### src/rtl/trap_entry_pkg.sv
package trap_entry_pkg;
  localparam int XLEN   = 32;
  localparam int CWP_W  = 5;
  localparam int IDX_W  = 5;
  // status word field positions decoded by the core
  localparam int PSR_ET = 5;
  localparam int PSR_PS = 6;
  localparam int PSR_S  = 7;
  localparam logic [IDX_W-1:0] SAVE_PC_IDX  = IDX_W'(17);
  localparam logic [IDX_W-1:0] SAVE_NPC_IDX = IDX_W'(18);
  localparam logic [XLEN-1:0]  RST_PC       = '0;
  localparam logic [XLEN-1:0]  INSN_BYTES   = XLEN'(4);

  typedef enum logic [2:0] {
    ST_IDLE = 3'd0,
    ST_PSR  = 3'd1,
    ST_R17  = 3'd2,
    ST_R18  = 3'd3,
    ST_VEC  = 3'd4
  } step_e;

  typedef struct packed {
    logic [XLEN-1:0] psr;
    logic [XLEN-1:0] tbr;
    logic [XLEN-1:0] pc;
    logic [XLEN-1:0] npc;
    logic            annul;
    logic            rst_trap;
  } trap_ctx_t;
endpackage

### src/rtl/trap_psr_upd.sv
module trap_psr_upd
  import trap_entry_pkg::*;
#(
  parameter int NWINDOWS = 8
) (
  input  logic [XLEN-1:0]  psr_i,
  output logic [CWP_W-1:0] cwp_new_o,
  output logic [XLEN-1:0]  psr_trap_o,
  output logic [XLEN-1:0]  psr_sup_o
);
  localparam bit POW2 = (NWINDOWS & (NWINDOWS - 1)) == 0;

  logic [CWP_W-1:0] cwp_old;
  assign cwp_old = psr_i[CWP_W-1:0];

  generate
    if (POW2) begin : g_mask
      localparam logic [CWP_W-1:0] MASK = CWP_W'(NWINDOWS - 1);
      assign cwp_new_o = (cwp_old - CWP_W'(1)) & MASK;
    end else begin : g_mod
      localparam int unsigned NW = NWINDOWS;
      int unsigned tmp;
      always_comb begin
        tmp       = (32'(cwp_old) + NW - 32'd1) % NW;
        cwp_new_o = tmp[CWP_W-1:0];
      end
    end
  endgenerate

  always_comb begin
    psr_trap_o                = psr_i;
    psr_trap_o[CWP_W-1:0]     = cwp_new_o;
    psr_trap_o[PSR_ET]        = 1'b0;
    psr_trap_o[PSR_PS]        = psr_i[PSR_S];
    psr_sup_o                 = psr_trap_o;
    psr_sup_o[PSR_S]          = 1'b1;
  end
endmodule

### src/rtl/trap_save_sel.sv
module trap_save_sel
  import trap_entry_pkg::*;
(
  input  logic            annul_i,
  input  logic            second_i,
  input  logic [XLEN-1:0] pc_i,
  input  logic [XLEN-1:0] npc_i,
  output logic [IDX_W-1:0] idx_o,
  output logic [XLEN-1:0]  data_o
);
  logic [XLEN-1:0] first_val, second_val;

  // annulled slot: return resumes after the skipped instruction
  assign first_val  = annul_i ? npc_i : pc_i;
  assign second_val = annul_i ? npc_i + INSN_BYTES : npc_i;

  assign idx_o  = second_i ? SAVE_NPC_IDX : SAVE_PC_IDX;
  assign data_o = second_i ? second_val : first_val;
endmodule

### src/rtl/trap_vec_sel.sv
module trap_vec_sel
  import trap_entry_pkg::*;
(
  input  logic            rst_trap_i,
  input  logic [XLEN-1:0] tbr_i,
  output logic [XLEN-1:0] pc_o,
  output logic [XLEN-1:0] npc_o
);
  logic [XLEN-1:0] base;
  assign base  = rst_trap_i ? RST_PC : tbr_i;
  assign pc_o  = base;
  assign npc_o = base + INSN_BYTES;
endmodule

### src/rtl/trap_entry_seq.sv
module trap_entry_seq
  import trap_entry_pkg::*;
#(
  parameter int NWINDOWS = 8
) (
  input  logic             clk_i,
  input  logic             rst_ni,
  input  logic             start_i,
  input  logic [31:0]      psr_i,
  input  logic [31:0]      tbr_i,
  input  logic [31:0]      pc_i,
  input  logic [31:0]      npc_i,
  input  logic             annul_i,
  input  logic             reset_trap_i,
  output logic             rf_we_o,
  output logic [4:0]       rf_win_o,
  output logic [4:0]       rf_idx_o,
  output logic [31:0]      rf_data_o,
  output logic             psr_we_o,
  output logic [31:0]      psr_o,
  output logic             pc_we_o,
  output logic [31:0]      pc_o,
  output logic [31:0]      npc_o,
  output logic             annul_clr_o,
  output logic             reset_trap_clr_o,
  output logic             busy_o,
  output logic             done_o
);
  step_e     state_q, state_d;
  trap_ctx_t ctx_q;
  logic      accept;

  assign accept = start_i && (state_q == ST_IDLE);

  always_comb begin
    state_d = state_q;
    unique case (state_q)
      ST_IDLE: if (start_i) state_d = ST_PSR;
      ST_PSR:  state_d = ST_R17;
      ST_R17:  state_d = ST_R18;
      ST_R18:  state_d = ST_VEC;
      ST_VEC:  state_d = ST_IDLE;
      default: state_d = ST_IDLE;
    endcase
  end

  always_ff @(posedge clk_i or negedge rst_ni) begin
    if (!rst_ni) begin
      state_q <= ST_IDLE;
      ctx_q   <= '0;
    end else begin
      state_q <= state_d;
      if (accept) begin
        ctx_q.psr      <= psr_i;
        ctx_q.tbr      <= tbr_i;
        ctx_q.pc       <= pc_i;
        ctx_q.npc      <= npc_i;
        ctx_q.annul    <= annul_i;
        ctx_q.rst_trap <= reset_trap_i;
      end
    end
  end

  logic [CWP_W-1:0] cwp_new;
  logic [XLEN-1:0]  psr_trap, psr_sup;

  trap_psr_upd #(.NWINDOWS(NWINDOWS)) u_psr (
    .psr_i      (ctx_q.psr),
    .cwp_new_o  (cwp_new),
    .psr_trap_o (psr_trap),
    .psr_sup_o  (psr_sup)
  );

  trap_save_sel u_save (
    .annul_i  (ctx_q.annul),
    .second_i (state_q == ST_R18),
    .pc_i     (ctx_q.pc),
    .npc_i    (ctx_q.npc),
    .idx_o    (rf_idx_o),
    .data_o   (rf_data_o)
  );

  trap_vec_sel u_vec (
    .rst_trap_i (ctx_q.rst_trap),
    .tbr_i      (ctx_q.tbr),
    .pc_o       (pc_o),
    .npc_o      (npc_o)
  );

  assign busy_o           = state_q != ST_IDLE;
  assign rf_we_o          = (state_q == ST_R17) || (state_q == ST_R18);
  assign rf_win_o         = cwp_new;
  assign psr_we_o         = (state_q == ST_PSR) || (state_q == ST_VEC);
  assign psr_o            = (state_q == ST_VEC) ? psr_sup : psr_trap;
  assign pc_we_o          = state_q == ST_VEC;
  assign done_o           = state_q == ST_VEC;
  assign annul_clr_o      = (state_q == ST_R18) && ctx_q.annul;
  assign reset_trap_clr_o = (state_q == ST_VEC) && ctx_q.rst_trap;

  // window targeted by saves stays inside the implemented range
  p_win_range_r1: assert property (@(posedge clk_i) disable iff (!rst_ni)
    rf_we_o |-> ({1'b0, rf_win_o} < (CWP_W+1)'(NWINDOWS)));

  p_r18_after_r17_r4: assert property (@(posedge clk_i) disable iff (!rst_ni)
    (rf_we_o && rf_idx_o == SAVE_PC_IDX) |=> (rf_we_o && rf_idx_o == SAVE_NPC_IDX && $stable(rf_win_o)));

  p_sup_on_done_r5: assert property (@(posedge clk_i) disable iff (!rst_ni)
    done_o |-> (psr_we_o && psr_o[PSR_S] && !psr_o[PSR_ET]));

  p_vec_pair_r6: assert property (@(posedge clk_i) disable iff (!rst_ni)
    pc_we_o |-> (npc_o == pc_o + INSN_BYTES));

  p_clr_only_done_r7: assert property (@(posedge clk_i) disable iff (!rst_ni)
    reset_trap_clr_o |-> (done_o && pc_o == RST_PC));

  p_done_after_r18_r8: assert property (@(posedge clk_i) disable iff (!rst_ni)
    (rf_we_o && rf_idx_o == SAVE_NPC_IDX) |=> (done_o && pc_we_o));

  p_idle_after_done_r8: assert property (@(posedge clk_i) disable iff (!rst_ni)
    done_o |=> !busy_o);

  p_no_restart_r9: assert property (@(posedge clk_i) disable iff (!rst_ni)
    (busy_o && !done_o) |=> (busy_o && !$rose(psr_we_o && !done_o)));

  p_strobes_excl_r10: assert property (@(posedge clk_i) disable iff (!rst_ni)
    $onehot0({rf_we_o, psr_we_o && !done_o, done_o}));
endmodule

### config.mk
export PLATFORM = sky130hd
export DESIGN_NAME = trap_entry_seq
export DESIGN_NICKNAME = d
export VERILOG_FILES = /design/src/rtl/trap_entry_pkg.sv /design/src/rtl/trap_psr_upd.sv /design/src/rtl/trap_save_sel.sv /design/src/rtl/trap_vec_sel.sv /design/src/rtl/trap_entry_seq.sv
export SDC_FILE = /design/constraint.sdc
export NUM_CORES = 1
export LEC_CHECK = 0
export BUFFER_PORTS_ARGS = -buffer_cell sky130_fd_sc_hd__clkbuf_2
export CAP_MARGIN = 20
export CELL_PAD_IN_SITES_DETAIL_PLACEMENT = 1
export CELL_PAD_IN_SITES_GLOBAL_PLACEMENT = 2
export CORE_MARGIN = 2
export CORE_UTILIZATION = 32
export CTS_CLUSTER_DIAMETER = 100
export DETAILED_ROUTE_END_ITERATION = 10
export GPL_TIMING_DRIVEN = 0
export PLACE_DENSITY_LB_ADDON = 0.2
export SLEW_MARGIN = 0
export SYNTH_ARGS = -nofsm -noshare
export SYNTH_HDL_FRONTEND = slang
export SYNTH_SLANG_ARGS = --single-unit
### constraint.sdc
create_clock -name clk_i -period 5.31 [get_ports clk_i]
set_input_delay 0.2655 -clock clk_i [delete_from_list [all_inputs] [get_ports clk_i]]
set_output_delay 0.2655 -clock clk_i [all_outputs]
set_load 0.01 [all_outputs]
## Word level (Yosys, flattened, before mapping)

Cells that the tools add are included.

- Bits in registers: 133

- $add $sub $neg: 3
- Equal/unequal tests: 5
- Mux-type cells: 8
- Reductions and logical operators: 7

Operators by type and width:

| cell | count |
|---|---|
| two-way mux 32 bit | 4 |
| adder 32 x 3 -> 32 bit, second input constant | 2 |
| case mux 3 bit (4 select lines) | 1 |
| two-way mux 8 bit | 1 |
| equality test 3 x 2 -> 1 bit, second input constant | 2 |
| equality test 3 x 1 -> 1 bit, second input constant | 1 |
| equality test 3 bit, second input constant | 1 |
| logical AND 1 bit | 3 |
| zero test 3 bit | 1 |
| two-way mux 3 bit | 1 |
| nonzero test 3 bit | 1 |
| subtractor 3 x 1 -> 3 bit, second input constant | 1 |
| logical OR 1 bit | 2 |
| two-way mux 2 bit | 1 |
| inequality test 2 bit, second input constant | 1 |

## Depth between registers and ports, before layout

Gate-level depths: netlist (run 1).

- Word-level depth: 3
- Depth in mapped cells: 10
- Mapped depth without buffers: 8

## Modules after synthesis

A second synthesis (run 1) with hierarchy kept.

- Cells, all modules: 730
- Area total of the unflattened synthesis: 8,069.0 µm²

By module, submodules not included:

| module | instances | cells an instance | area an instance (µm²) | seq. area each (µm²) |
|---|---|---|---|---|
| trap_entry_seq | 1 | 330 | 5,430.2 | 3,328.2 |
| trap_save_sel | 1 | 190 | 1,193.6 | 0.0 |
| trap_vec_sel | 1 | 137 | 909.6 | 0.0 |
| trap_psr_upd | 1 | 73 | 535.5 | 0.0 |

## Least setup slack after synthesis (run 1)

No wires, ideal clock.

- Kind: flip-flop to output port
- From: register ctx_q[0] (netlist name)
- To: output npc_o[24]
- Data arrival time: 2.338 ns
- Required time: 5.044 ns
- Path slack: 2.706 ns
- Stages on the path, launching flop included: 11
- Buffers on the path: 2
- Cells stage by stage: dfrtp_1 -> buf_2 -> clkbuf_1 -> nand2b_1 -> inv_1 -> ha_1 -> and3_1 -> nand4_1 -> nor3_1 -> nand3_1 -> xnor2_1

- Word-level cells in the longest chain between the ends: 2

Ends and longest elaborated chain:

| what | RTL line | text |
|---|---|---|
| start, declared | trap_entry_seq.sv:30 | `trap_ctx_t ctx_q;` |
| two-way mux 32 bit | trap_vec_sel.sv:10 | `assign base = rst_trap_i ? RST_PC : tbr_i;` |
| net pc_o[2] | trap_entry_seq.sv:22 | `output logic [31:0] pc_o,` |
| adder 32 x 3 -> 32 bit | trap_vec_sel.sv:12 | `assign npc_o = base + INSN_BYTES;` |
| end, declared | trap_entry_seq.sv:23 | `output logic [31:0] npc_o,` |

The timed path passes the listed nets, and every way through them passes these cells.

## Final worst setup path (run 1)

- From: register ctx_q[0] (netlist name)
- To: output npc_o[24]

- Word-level cells in the longest chain between the ends: 2

Ends and longest elaborated chain:

| what | RTL line |
|---|---|
| two-way mux 32 bit | trap_vec_sel.sv:10 |
| adder 32 x 3 -> 32 bit | trap_vec_sel.sv:12 |

No other way between the ends.

==> impl_metrics.env, run 1 <==
export IMPL_status="complete, no violations"
export IMPL_worst_slack_ns=1.76
export IMPL_synth_area_leaders="dfrtp_1 (45%), mux2_2 (12%), mux2_1 (7.0%)"
export IMPL_cap_violations=0
export IMPL_grt_start_max_net_pins=75
export IMPL_r2r_cells=6
export IMPL_drt_wl_total_um=21800
export IMPL_fmax_mhz=282
export IMPL_overflow=0
export IMPL_critPathTopFamily="simple AND/OR/NAND/NOR gates"
export IMPL_clock_sinks=129
export IMPL_rows=54
export IMPL_die_area_sq_mm=0.0238
export IMPL_setup_viol=0
export IMPL_design_area_sq_mm=0.00964
export IMPL_dp_hpwl_um=16700
export IMPL_dr_pass1_iters=4
export IMPL_r2r_setup_slack_ns=3.27
export IMPL_gp_congestion=0.758
export IMPL_clk_latency_ns=0.42
export IMPL_core_area_sq_mm=0.0220
export IMPL_synth_seq_cells=129
export IMPL_hp_class="input pin to flop"
export IMPL_tns_ns=0
export IMPL_ys_warnings_count=0
export IMPL_synth_top_family_by_area="multiplexers"
export IMPL_worstReg2RegStart="state_q[0]$_DFFE_PN0P_"
export IMPL_grt_pass1_wl_um=34700
export IMPL_vias=5948
export IMPL_drt_initial_drc_count=167
export IMPL_hold_viol=0
export IMPL_synth_compound_area_share=0.0568
export IMPL_cp_end_kind="output port"
export IMPL_synth_edff_count=0
export IMPL_io_pins=278
export IMPL_async_flop_share=1.00
export IMPL_root_buffer="clkbuf_16"
export IMPL_first_global_vias=6225
export IMPL_cp_max_fo=10
export IMPL_r2r_end="ctx_q[61]$_DFFE_PN0P_"
export IMPL_crit_path_end="npc_o[24]"
export IMPL_rsz0062_at_grt="no"
export IMPL_fp_dieW_um=154
export IMPL_synth_xor_area_share=0.0533
export IMPL_vdd_ir_drop_max_mv=0.245
export IMPL_cts_buffer_depth=2
export IMPL_synthSimpleGateAreaFrac=0.167
export IMPL_synth_ff_type="dfrtp_1"
export IMPL_timing_slew_headroom=0.505
export IMPL_cp_data_arrival_time_ns=3.28
export IMPL_tritoncts="yes"
export IMPL_finalPower_mw=6.52
export IMPL_grt_total_usage=0.187
export IMPL_cts_made_buffers=17
export IMPL_port_buffers=265
export IMPL_path_class="flop to output port"
export IMPL_max_stage_delay_ns=0.43
export IMPL_crit_buf_inv=4
export IMPL_powerDensity_mw_per_mm2=676
export IMPL_dpl_worst_slack_ns=2.13
export IMPL_crit_slowest_cell="dfrtp_1"
export IMPL_synth_top_area_cell="dfrtp_1"
export IMPL_clock_skew_ns=0.0124
export IMPL_drive_gt1_frac=0.479
export IMPL_fin_nets=1077
export IMPL_muxShareOfSynthArea=0.191
export IMPL_clk_pin_slew_ns=0.06
export IMPL_worst_path_stages=11
export IMPL_diodes=0
export IMPL_start_util=0.328
export IMPL_worstPathCellList="buf_2 -> clkbuf_1 -> nand2b_1 -> inv_1 -> ha_1 -> and3_1 -> nand4_1 -> nor3_1 -> nand3_1 -> xnor2_1 -> clkbuf_2"
export IMPL_worstMarginPinSlew_ns=0.740
export IMPL_yosysSeqAreaShare=0.447
export IMPL_antenna_found_initial=1
export IMPL_crit_path_start="ctx_q[0]$_DFFE_PN0P_"
export IMPL_post_dp_cell_area_sq_mm=0.00896
export IMPL_routedWlPerCell_um=17.7
export IMPL_cellLeakagePower_nw=4.59
export IMPL_startpoint_type="flop"
export IMPL_viasPerCell=4.82
export IMPL_syn2layout_area_growth_pct=33.4
export IMPL_syn_mean_instance_area_sq_um=11.1
export IMPL_synth_fa_ha_area_frac=0.00519
export IMPL_synth_cells=649
export IMPL_fin_crit_ns=3.55
export IMPL_ys_types=57
export IMPL_post_route_drc_count=0
export IMPL_yosys_area_top_type_share=0.447
export IMPL_die_h_um=154
export IMPL_slew_viol_final=0
export IMPL_syn_area_sq_mm=0.00723
export IMPL_fin_crit_sh=0.668
export IMPL_htreeDepth=4
export IMPL_drtAntennaViolNets=0
export IMPL_cp_required_ns=5.04
[how the worst min path moves through the flow]
stage                          start                    end  slack, ns  depth (start not counted)
2_1_floorplan                 rst_ni   ctx_q[0]$_DFFE_PN0P_      -0.03                          0
3_3_place_gp   ctx_q[42]$_DFFE_PN0P_  ctx_q[42]$_DFFE_PN0P_       0.46                          1
3_5_place_dp                  rst_ni  ctx_q[46]$_DFFE_PN0P_       0.27                          1
4_1_cts                    npc_i[22]  ctx_q[24]$_DFFE_PN0P_       0.03                          2
5_1_grt                    npc_i[21]  ctx_q[23]$_DFFE_PN0P_       0.04                          2
6_report                    pc_i[12]  ctx_q[46]$_DFFE_PN0P_       0.05                          2
[worst reg2reg max path: stages, from the launching register on]
cell and delay (ns):
dfrtp_1 0.36, clkbuf_2 0.17, or3_1 0.40, nor2_2 0.23, buf_6 0.22, buf_6 0.19, mux2_1 0.35
[synthesized netlist by cell type (3+ instances only)]
cell / count
nand3_1: 27
or3_1: 3
ha_1: 3
o211ai_1: 5
a211oi_1: 16
nand2_1: 36
buf_2: 10
dfrtp_1: 129
xnor2_1: 25
xor2_1: 19
nor2b_1: 33
inv_1: 10
clkbuf_1: 11
nand4_1: 17
nor3_1: 7
and4b_1: 3
mux2_2: 76
buf_6: 10
nor2_1: 22
a21oi_1: 16
a31oi_1: 3
buf_4: 41
and3_1: 9
mux2_1: 45
and2_1: 21
o21ai_0: 9
[kinds of logic after synthesis]
group / after synthesis
other cells: 2
xor+xnor: 44
fa+ha+maj: 3
flops: 129
mux: 123
compound gates: 61
buf+inv: 86
simple gates: 201
[cells in the final DEF (no fill, tap or decap), types with 3 or more instances in the layout]
| cell type | instances |
|---|---|
| a31oi_1 | 3 |
| ha_1 | 3 |
| bufinv_16 | 6 |
| inv_1 | 10 |
| xnor2_1 | 25 |
| xor2_1 | 19 |
| nor3_1 | 7 |
| conb_1 | 8 |
| and4b_1 | 3 |
| o21ai_0 | 9 |
| nand2_1 | 36 |
| buf_4 | 41 |
| nor2_1 | 22 |
| buf_6 | 10 |
| clkbuf_1 | 13 |
| buf_2 | 10 |
| and3_1 | 9 |
| nand3_1 | 27 |
| nand4_1 | 17 |
| and2_1 | 21 |
| nor2b_1 | 33 |
| clkinvlp_4 | 3 |
| o211ai_1 | 5 |
| mux2_1 | 45 |
| a211oi_1 | 16 |
| clkbuf_16 | 17 |
| mux2_2 | 76 |
| clkbuf_2 | 265 |
| a21oi_1 | 16 |
| or3_1 | 3 |
| dfrtp_1 | 129 |
[flip-flops by register name (all words and copies together) (netlist names)]
name / cells
state_q: 3
ctx_q: 126
[what timing repair did]
item | in CTS | in global routing
resized for setup | 0 | 0
hold buffers | 1 | 0
hold endpoints to repair | 55 | 0
buffers inserted | 0 | 0
[where the power goes]
part           switching, mW  internal, mW  leakage [nW]
sequential             0.422          1.49          1.53
clock                  0.460         0.882         0.314
combinational           1.68          1.58          2.74
[final cells by class]
class,instances,area (sq um)
Fill cell,2500,12400
Multi-Input combinational cell,440,3460
Sequential cell,129,3230
Timing Repair Buffer,267,1370
Buffer,75,524
Clock buffer,19,433
Tap cell,280,350
Clock inverter,13,234
Inverter,11,41.3
[through the flow]
stage	cells	util	hold WS, ns
after floorplan	655	-	-0.0301
after global placement	1200	0.405	0.461
after detailed placement	1201	0.407	0.273
after CTS	1234	0.438	0.0311
after global routing	1234	0.438	0.0389
final	1234	0.438	0.0505
[routing by layer]
layer  track usage  share of wire
met3        0.0507          0.062
met1         0.238           0.44
met4        0.0569          0.016
met5             0        0.00060
met2         0.311           0.48
No activity file was read; power rests on OpenSTA's default activity.
==> run 2: changes to the inputs <==
CORE_UTILIZATION = 30   (was 32)
clock period = 3.7 ns   (was 5.31 ns; I/O delays follow)
==> run 2 against run 1 <==
Setup slack lost 1.3 ns. Via count grew 7.4%. Critical endpoint is now npc_o[28]. Hold slack lost 0.031 ns. Final area grew 12%. Clock skew shrank 0.0026 ns. Global-route usage grew 0.32 points. Sequential power grew 45%.
==> impl_metrics.env, run 2 (synthesis results as in run 1) <==
export IMPL_fp_dieW_um=159
export IMPL_overflow=0
export IMPL_dp_hpwl_um=17100
export IMPL_clk_latency_ns=0.42
export IMPL_vdd_ir_drop_max_mv=0.344
export IMPL_fin_crit_sh=0.871
export IMPL_start_util=0.307
export IMPL_largest_reg_flops=126
export IMPL_max_stage_delay_ns=0.46
export IMPL_first_global_vias=6858
export IMPL_cp_max_fo=19
export IMPL_hold_viol=0
export IMPL_dp_cells=1240
export IMPL_port_buffers=265
export IMPL_clk_pin_slew_ns=0.06
export IMPL_drt_wl_total_um=23600
export IMPL_fin_nets=1193
export IMPL_clock_skew_ns=0.00982
export IMPL_cts_made_buffers=17
export IMPL_drt_initial_drc_count=171
export IMPL_root_buffer="clkbuf_16"
export IMPL_reg_top3="ctx_q x126, state_q x3"
export IMPL_post_cts_buffers=0
export IMPL_io_pins=278
export IMPL_cp_required_ns=3.51
export IMPL_rsz0062_at_grt="no"
export IMPL_core_area_sq_mm=0.0235
export IMPL_cellLeakagePower_nw=5.08
export IMPL_gp_congestion=0.755
export IMPL_fin_crit_ns=3.22
export IMPL_post_route_drc_count=0
export IMPL_die_h_um=159
export IMPL_drive_gt1_frac=0.431
export IMPL_grt_start_max_net_pins=73
export IMPL_drtAntennaViolNets=0
export IMPL_crit_buf_inv=3
export IMPL_startpoint_type="flop"
export IMPL_clock_sinks=129
export IMPL_setup_viol=0
export IMPL_critPathTopFamily="simple AND/OR/NAND/NOR gates"
export IMPL_antenna_found_initial=1
export IMPL_cts_buffer_depth=2
export IMPL_path_class="flop to output port"
export IMPL_viasPerCell=4.59
export IMPL_regMostFlops="ctx_q"
export IMPL_cp_end_kind="output port"
export IMPL_die_area_sq_mm=0.0253
export IMPL_grt_pass1_wl_um=38300
export IMPL_tritoncts="yes"
export IMPL_timing_slew_headroom=0.525
export IMPL_crit_slowest_cell="dfrtp_1"
export IMPL_vias=6387
export IMPL_final_cell_mix="clkbuf_2 (265), dfrtp_1 (129), dlygate4sd3_1 (118)"
export IMPL_slew_viol_final=0
export IMPL_status="complete, no violations"
export IMPL_tns_ns=0
export IMPL_final_cells=1390
export IMPL_layout_commonest_cell="clkbuf_2"
export IMPL_design_area_sq_mm=0.0108
export IMPL_cp_data_arrival_time_ns=3.04
export IMPL_htreeDepth=4
export IMPL_grt_total_usage=0.190
export IMPL_post_dp_cell_area_sq_mm=0.00901
export IMPL_hp_class="input pin to flop"
export IMPL_cap_violations=0
export IMPL_worstPathCellList="buf_2 -> nand2b_1 -> inv_1 -> ha_1 -> and3_1 -> nand4_1 -> nor4_4 -> nand2_1 -> xnor2_1 -> clkbuf_2"
export IMPL_syn2layout_area_growth_pct=50.0
export IMPL_worstMarginPinSlew_ns=0.711
export IMPL_dr_pass1_iters=4
export IMPL_powerDensity_mw_per_mm2=869
export IMPL_routedWlPerCell_um=17.0
export IMPL_rows=56
export IMPL_nFillCells=2707
export IMPL_fmax_mhz=310
==> run 2: changes by cell type in the layout (fill, tap and decap cells not counted), sizes merged <==
cell	delta
diode	+1
clkinvlp	+1
bufinv	-2
clkbuf	-1
dlygate4sd3	+117
clkinv	+1
==> run 2: metal layers <==
metal / track usage / wire, um / part of all wire
met4: 0.0624 / 534 / 0.023
met5: 0 / 0 / 0
met2: 0.324 / 11600 / 0.49
met1: 0.238 / 10300 / 0.44
met3: 0.0443 / 1140 / 0.048
==> run 2: path summary, 6_finish.rpt <==
path,cells after the start,slack (ns),end,startpoint
worst max-delay path,10,0.48,npc_o[28],ctx_q[0]$_DFFE_PN0P_
min in group asynchronous,2,0.31,ctx_q[47]$_DFFE_PN0P_,rst_ni
worst min register to register,1,0.48,ctx_q[46]$_DFFE_PN0P_,ctx_q[46]$_DFFE_PN0P_
worst min-delay path,2,0.02,ctx_q[18]$_DFFE_PN0P_,npc_i[16]
worst max register to register,4,1.59,ctx_q[0]$_DFFE_PN0P_,ctx_q[0]$_DFFE_PN0P_
max in group asynchronous,3,2.63,ctx_q[86]$_DFFE_PN0P_,rst_ni
==> run 2: worst register-to-register path, stage by stage (launching register included) <==
cell and delay, ns:
dfrtp_1 0.46, buf_2 0.42, buf_1 0.44, clkbuf_1 0.48
mux2_2 0.25
==> run 2: what timing repair did <==
| item | 4_1_cts | 5_1_grt |
|---|---|---|
| hold buffers | 118 | 0 |
| resized for setup | 0 | 3 |
| endpoints found under the setup margin | 0 | 7 |
| endpoints found under the hold margin | 174 | 0 |
==> run 2: report_power, final <==
part	internal (mW)	switching (mW)	leakage, nW	total [mW]
Clock	1.16	0.673	0.301	1.84
Sequential	2.14	0.617	1.53	2.76
Combinational	2.35	2.47	3.25	4.82
==> run 2: layout make-up <==
type | instances | area (sq um) | area share
multi-input cells | 440 | 3470 | 0.320
repair buffers | 384 | 2540 | 0.235
clock buffers | 19 | 453 | 0.0418
flip-flops and latches | 129 | 3230 | 0.298
clock inverters | 13 | 183 | 0.0168
well taps | 319 | 399 | 0.0368
diodes | 1 | 2.50 | 0.000231
inverters | 11 | 41.3 | 0.00381
plain buffers | 74 | 520 | 0.0480
==> run 2: through the flow <==
stage                     power [mW]  hold slack, ns  utilization  worst slack (ns)
final                           9.42          0.0195        0.461             0.478
after global routing            10.1         0.00898        0.461             0.155
after CTS                       9.55         0.00127        0.460            0.0994
after detailed placement        7.56           0.197        0.383             0.568
after global placement          7.49           0.390        0.381            0.0695
after floorplan                 5.73          -0.111            -              1.18
==> run 3: changes to the inputs <==
PLACE_DENSITY = 0.81   (was default)
PLACE_DENSITY_LB_ADDON = default   (was 0.2)
==> run 3 against run 2 <==
First-iteration DRC count up 33%. Critical path depth up 1. Combinational power up 1%. Die area unchanged. Flip-flop and latch count unchanged. Final area down 0.65%. Via count up 1.5%. Hold slack better by 0.0011 ns. Sequential power about the same. Critical endpoint unchanged. Largest cell class unchanged. Highest routed layer unchanged.
==> impl_metrics.env, run 3 (synthesis results as in run 1) <==
export IMPL_cp_required_ns=3.51
export IMPL_met3WireLength_um=964
export IMPL_cp_max_fo=10
export IMPL_dp_hpwl_um=17400
export IMPL_routedWlPerCell_um=17.7
export IMPL_fin_crit_ns=3.50
export IMPL_setup_viol=0
export IMPL_drtAntennaViolNets=0
export IMPL_worstPathCellList="buf_2 -> clkbuf_1 -> nand2b_1 -> inv_1 -> ha_1 -> and3_1 -> nand4_1 -> nor4_4 -> nand2_1 -> xnor2_1 -> clkbuf_2"
export IMPL_wl_met2_um=12300
export IMPL_grt_start_max_net_pins=73
export IMPL_routed_top_layer="met4"
export IMPL_fmax_mhz=286
export IMPL_wl_met1_um=10800
export IMPL_regMostFlops="ctx_q"
export IMPL_start_util=0.307
export IMPL_gp_congestion=0.762
export IMPL_worst_slack_ns=0.200
export IMPL_clock_skew_ns=0.0116
export IMPL_cts_made_buffers=17
export IMPL_dr_pass1_iters=4
export IMPL_hold_viol=0
export IMPL_final_cell_mix="clkbuf_2 (265), dfrtp_1 (129), dlygate4sd3_1 (121)"
export IMPL_r2r_cells=6
export IMPL_finalPower_mw=9.22
export IMPL_startpoint_type="flop"
export IMPL_dpl_worst_slack_ns=0.572
export IMPL_clk_latency_ns=0.42
export IMPL_fin_crit_sh=0.946
export IMPL_overflow=0
export IMPL_clk_pin_slew_ns=0.06
export IMPL_core_area_sq_mm=0.0235
export IMPL_max_stage_delay_ns=0.44
export IMPL_fp_dieW_um=159
export IMPL_root_buffer="clkbuf_16"
export IMPL_slew_viol_final=0
export IMPL_grt_pass1_wl_um=40000
export IMPL_final_util=0.458
export IMPL_worstReg2RegStart="state_q[0]$_DFFE_PN0P_"
export IMPL_drive_gt1_frac=0.428
export IMPL_post_route_drc_count=0
export IMPL_first_global_vias=7138
export IMPL_min_path_cells=2
export IMPL_grt_total_usage=0.199
export IMPL_layout_commonest_cell="clkbuf_2"
export IMPL_powerDensity_mw_per_mm2=856
export IMPL_drt_wl_total_um=24600
export IMPL_clock_sinks=129
export IMPL_r2r_setup_slack_ns=1.65
export IMPL_status="complete, no violations"
export IMPL_min_to="ctx_q[124]$_DFFE_PN0P_"
export IMPL_hp_class="input pin to flop"
export IMPL_worstMarginPinSlew_ns=0.882
export IMPL_cap_violations=0
export IMPL_die_h_um=159
export IMPL_path_class="flop to output port"
export IMPL_r2r_end="ctx_q[42]$_DFFE_PN0P_"
export IMPL_htreeDepth=4
export IMPL_hold_slack_ns=0.0207
export IMPL_vdd_ir_drop_max_mv=0.401
export IMPL_drt_initial_drc_count=228
export IMPL_syn2layout_area_growth_pct=49.1
export IMPL_reg_top3="ctx_q x126, state_q x3"
export IMPL_timing_slew_headroom=0.410
export IMPL_viasPerCell=4.65
export IMPL_cellLeakagePower_nw=5.05
export IMPL_hp_start="psr_i[26]"
export IMPL_port_buffers=265
export IMPL_cts_buffer_depth=2
export IMPL_rsz0062_at_grt="no"
export IMPL_tritoncts="yes"
export IMPL_rows=56
export IMPL_io_pins=278
export IMPL_largest_reg_flops=126
export IMPL_vias=6485
export IMPL_antenna_found_initial=1
export IMPL_fin_nets=1197
export IMPL_tns_ns=0
export IMPL_die_area_sq_mm=0.0253
export IMPL_cp_end_kind="output port"
export IMPL_cp_data_arrival_time_ns=3.31
export IMPL_crit_slowest_cell="nor4_4"
run 3: metrics by stage:
stage | area, sq um | std cells
2_1_floorplan | 7250 | 655
3_3_place_gp | 8970 | 1239
3_5_place_dp | 9010 | 1240
4_1_cts | 10800 | 1392
5_1_grt | 10800 | 1393
6_report | 10800 | 1394
run 3: worst max-delay path by stage:
| stage | start | endpoint | slack [ns] | cells after the start |
|---|---|---|---|---|
| 2_1_floorplan | ctx_q[0]$_DFFE_PN0P_ | npc_o[24] | 1.18 | 10 |
| 4_1_cts | ctx_q[0]$_DFFE_PN0P_ | npc_o[24] | 0.1 | 11 |
| 6_report | ctx_q[0]$_DFFE_PN0P_ | npc_o[28] | 0.20 | 11 |
| 3_3_place_gp | rst_ni | ctx_q[80]$_DFFE_PN0P_ | 0.13 | 1 |
| 5_1_grt | ctx_q[0]$_DFFE_PN0P_ | npc_o[28] | 0.02 | 11 |
| 3_5_place_dp | ctx_q[0]$_DFFE_PN0P_ | npc_o[24] | 0.57 | 11 |
run 3: routing by layer:
metal	global-route usage	vias up
met5	0	-
met4	0.0628	0
met3	0.0430	24
met2	0.342	173
met1	0.248	3227
li1	-	3061
run 3: final cells by class:
class	instances	area, sq um
Fill cell	2722	12800
Tap cell	319	399
Inverter	11	41.3
Timing Repair Buffer	387	2570
Sequential cell	129	3230
Clock buffer	17	425
Clock inverter	14	106
Buffer	75	524
Antenna cell	2	5.00
Multi-Input combinational cell	440	3470
run 3: timing repair:
action	4_1_cts	5_1_grt
endpoints found under the setup margin	0	4
resized for setup	0	2
hold buffers	121	0
endpoints found under the hold margin	177	0
setup buffers	0	0
run 3: power by group:
part           total [mW]  internal (mW)  leakage [nW]  switching, mW
sequential           2.77           2.14          1.53          0.632
combinational        4.89           2.35          3.26           2.54
clock                1.55          0.862         0.258          0.692
total                9.22           5.36          5.05           3.86
run 3: critical path, delay by kind of cell (launching register included):
family / cells / cell delay (ns)
xor gates and xnor gates: 1 / 0.18
adders and majority gates: 1 / 0.23
buffers and inverters: 4 / 0.76
DFF: 1 / 0.43
and+or+nand+nor: 5 / 1.29
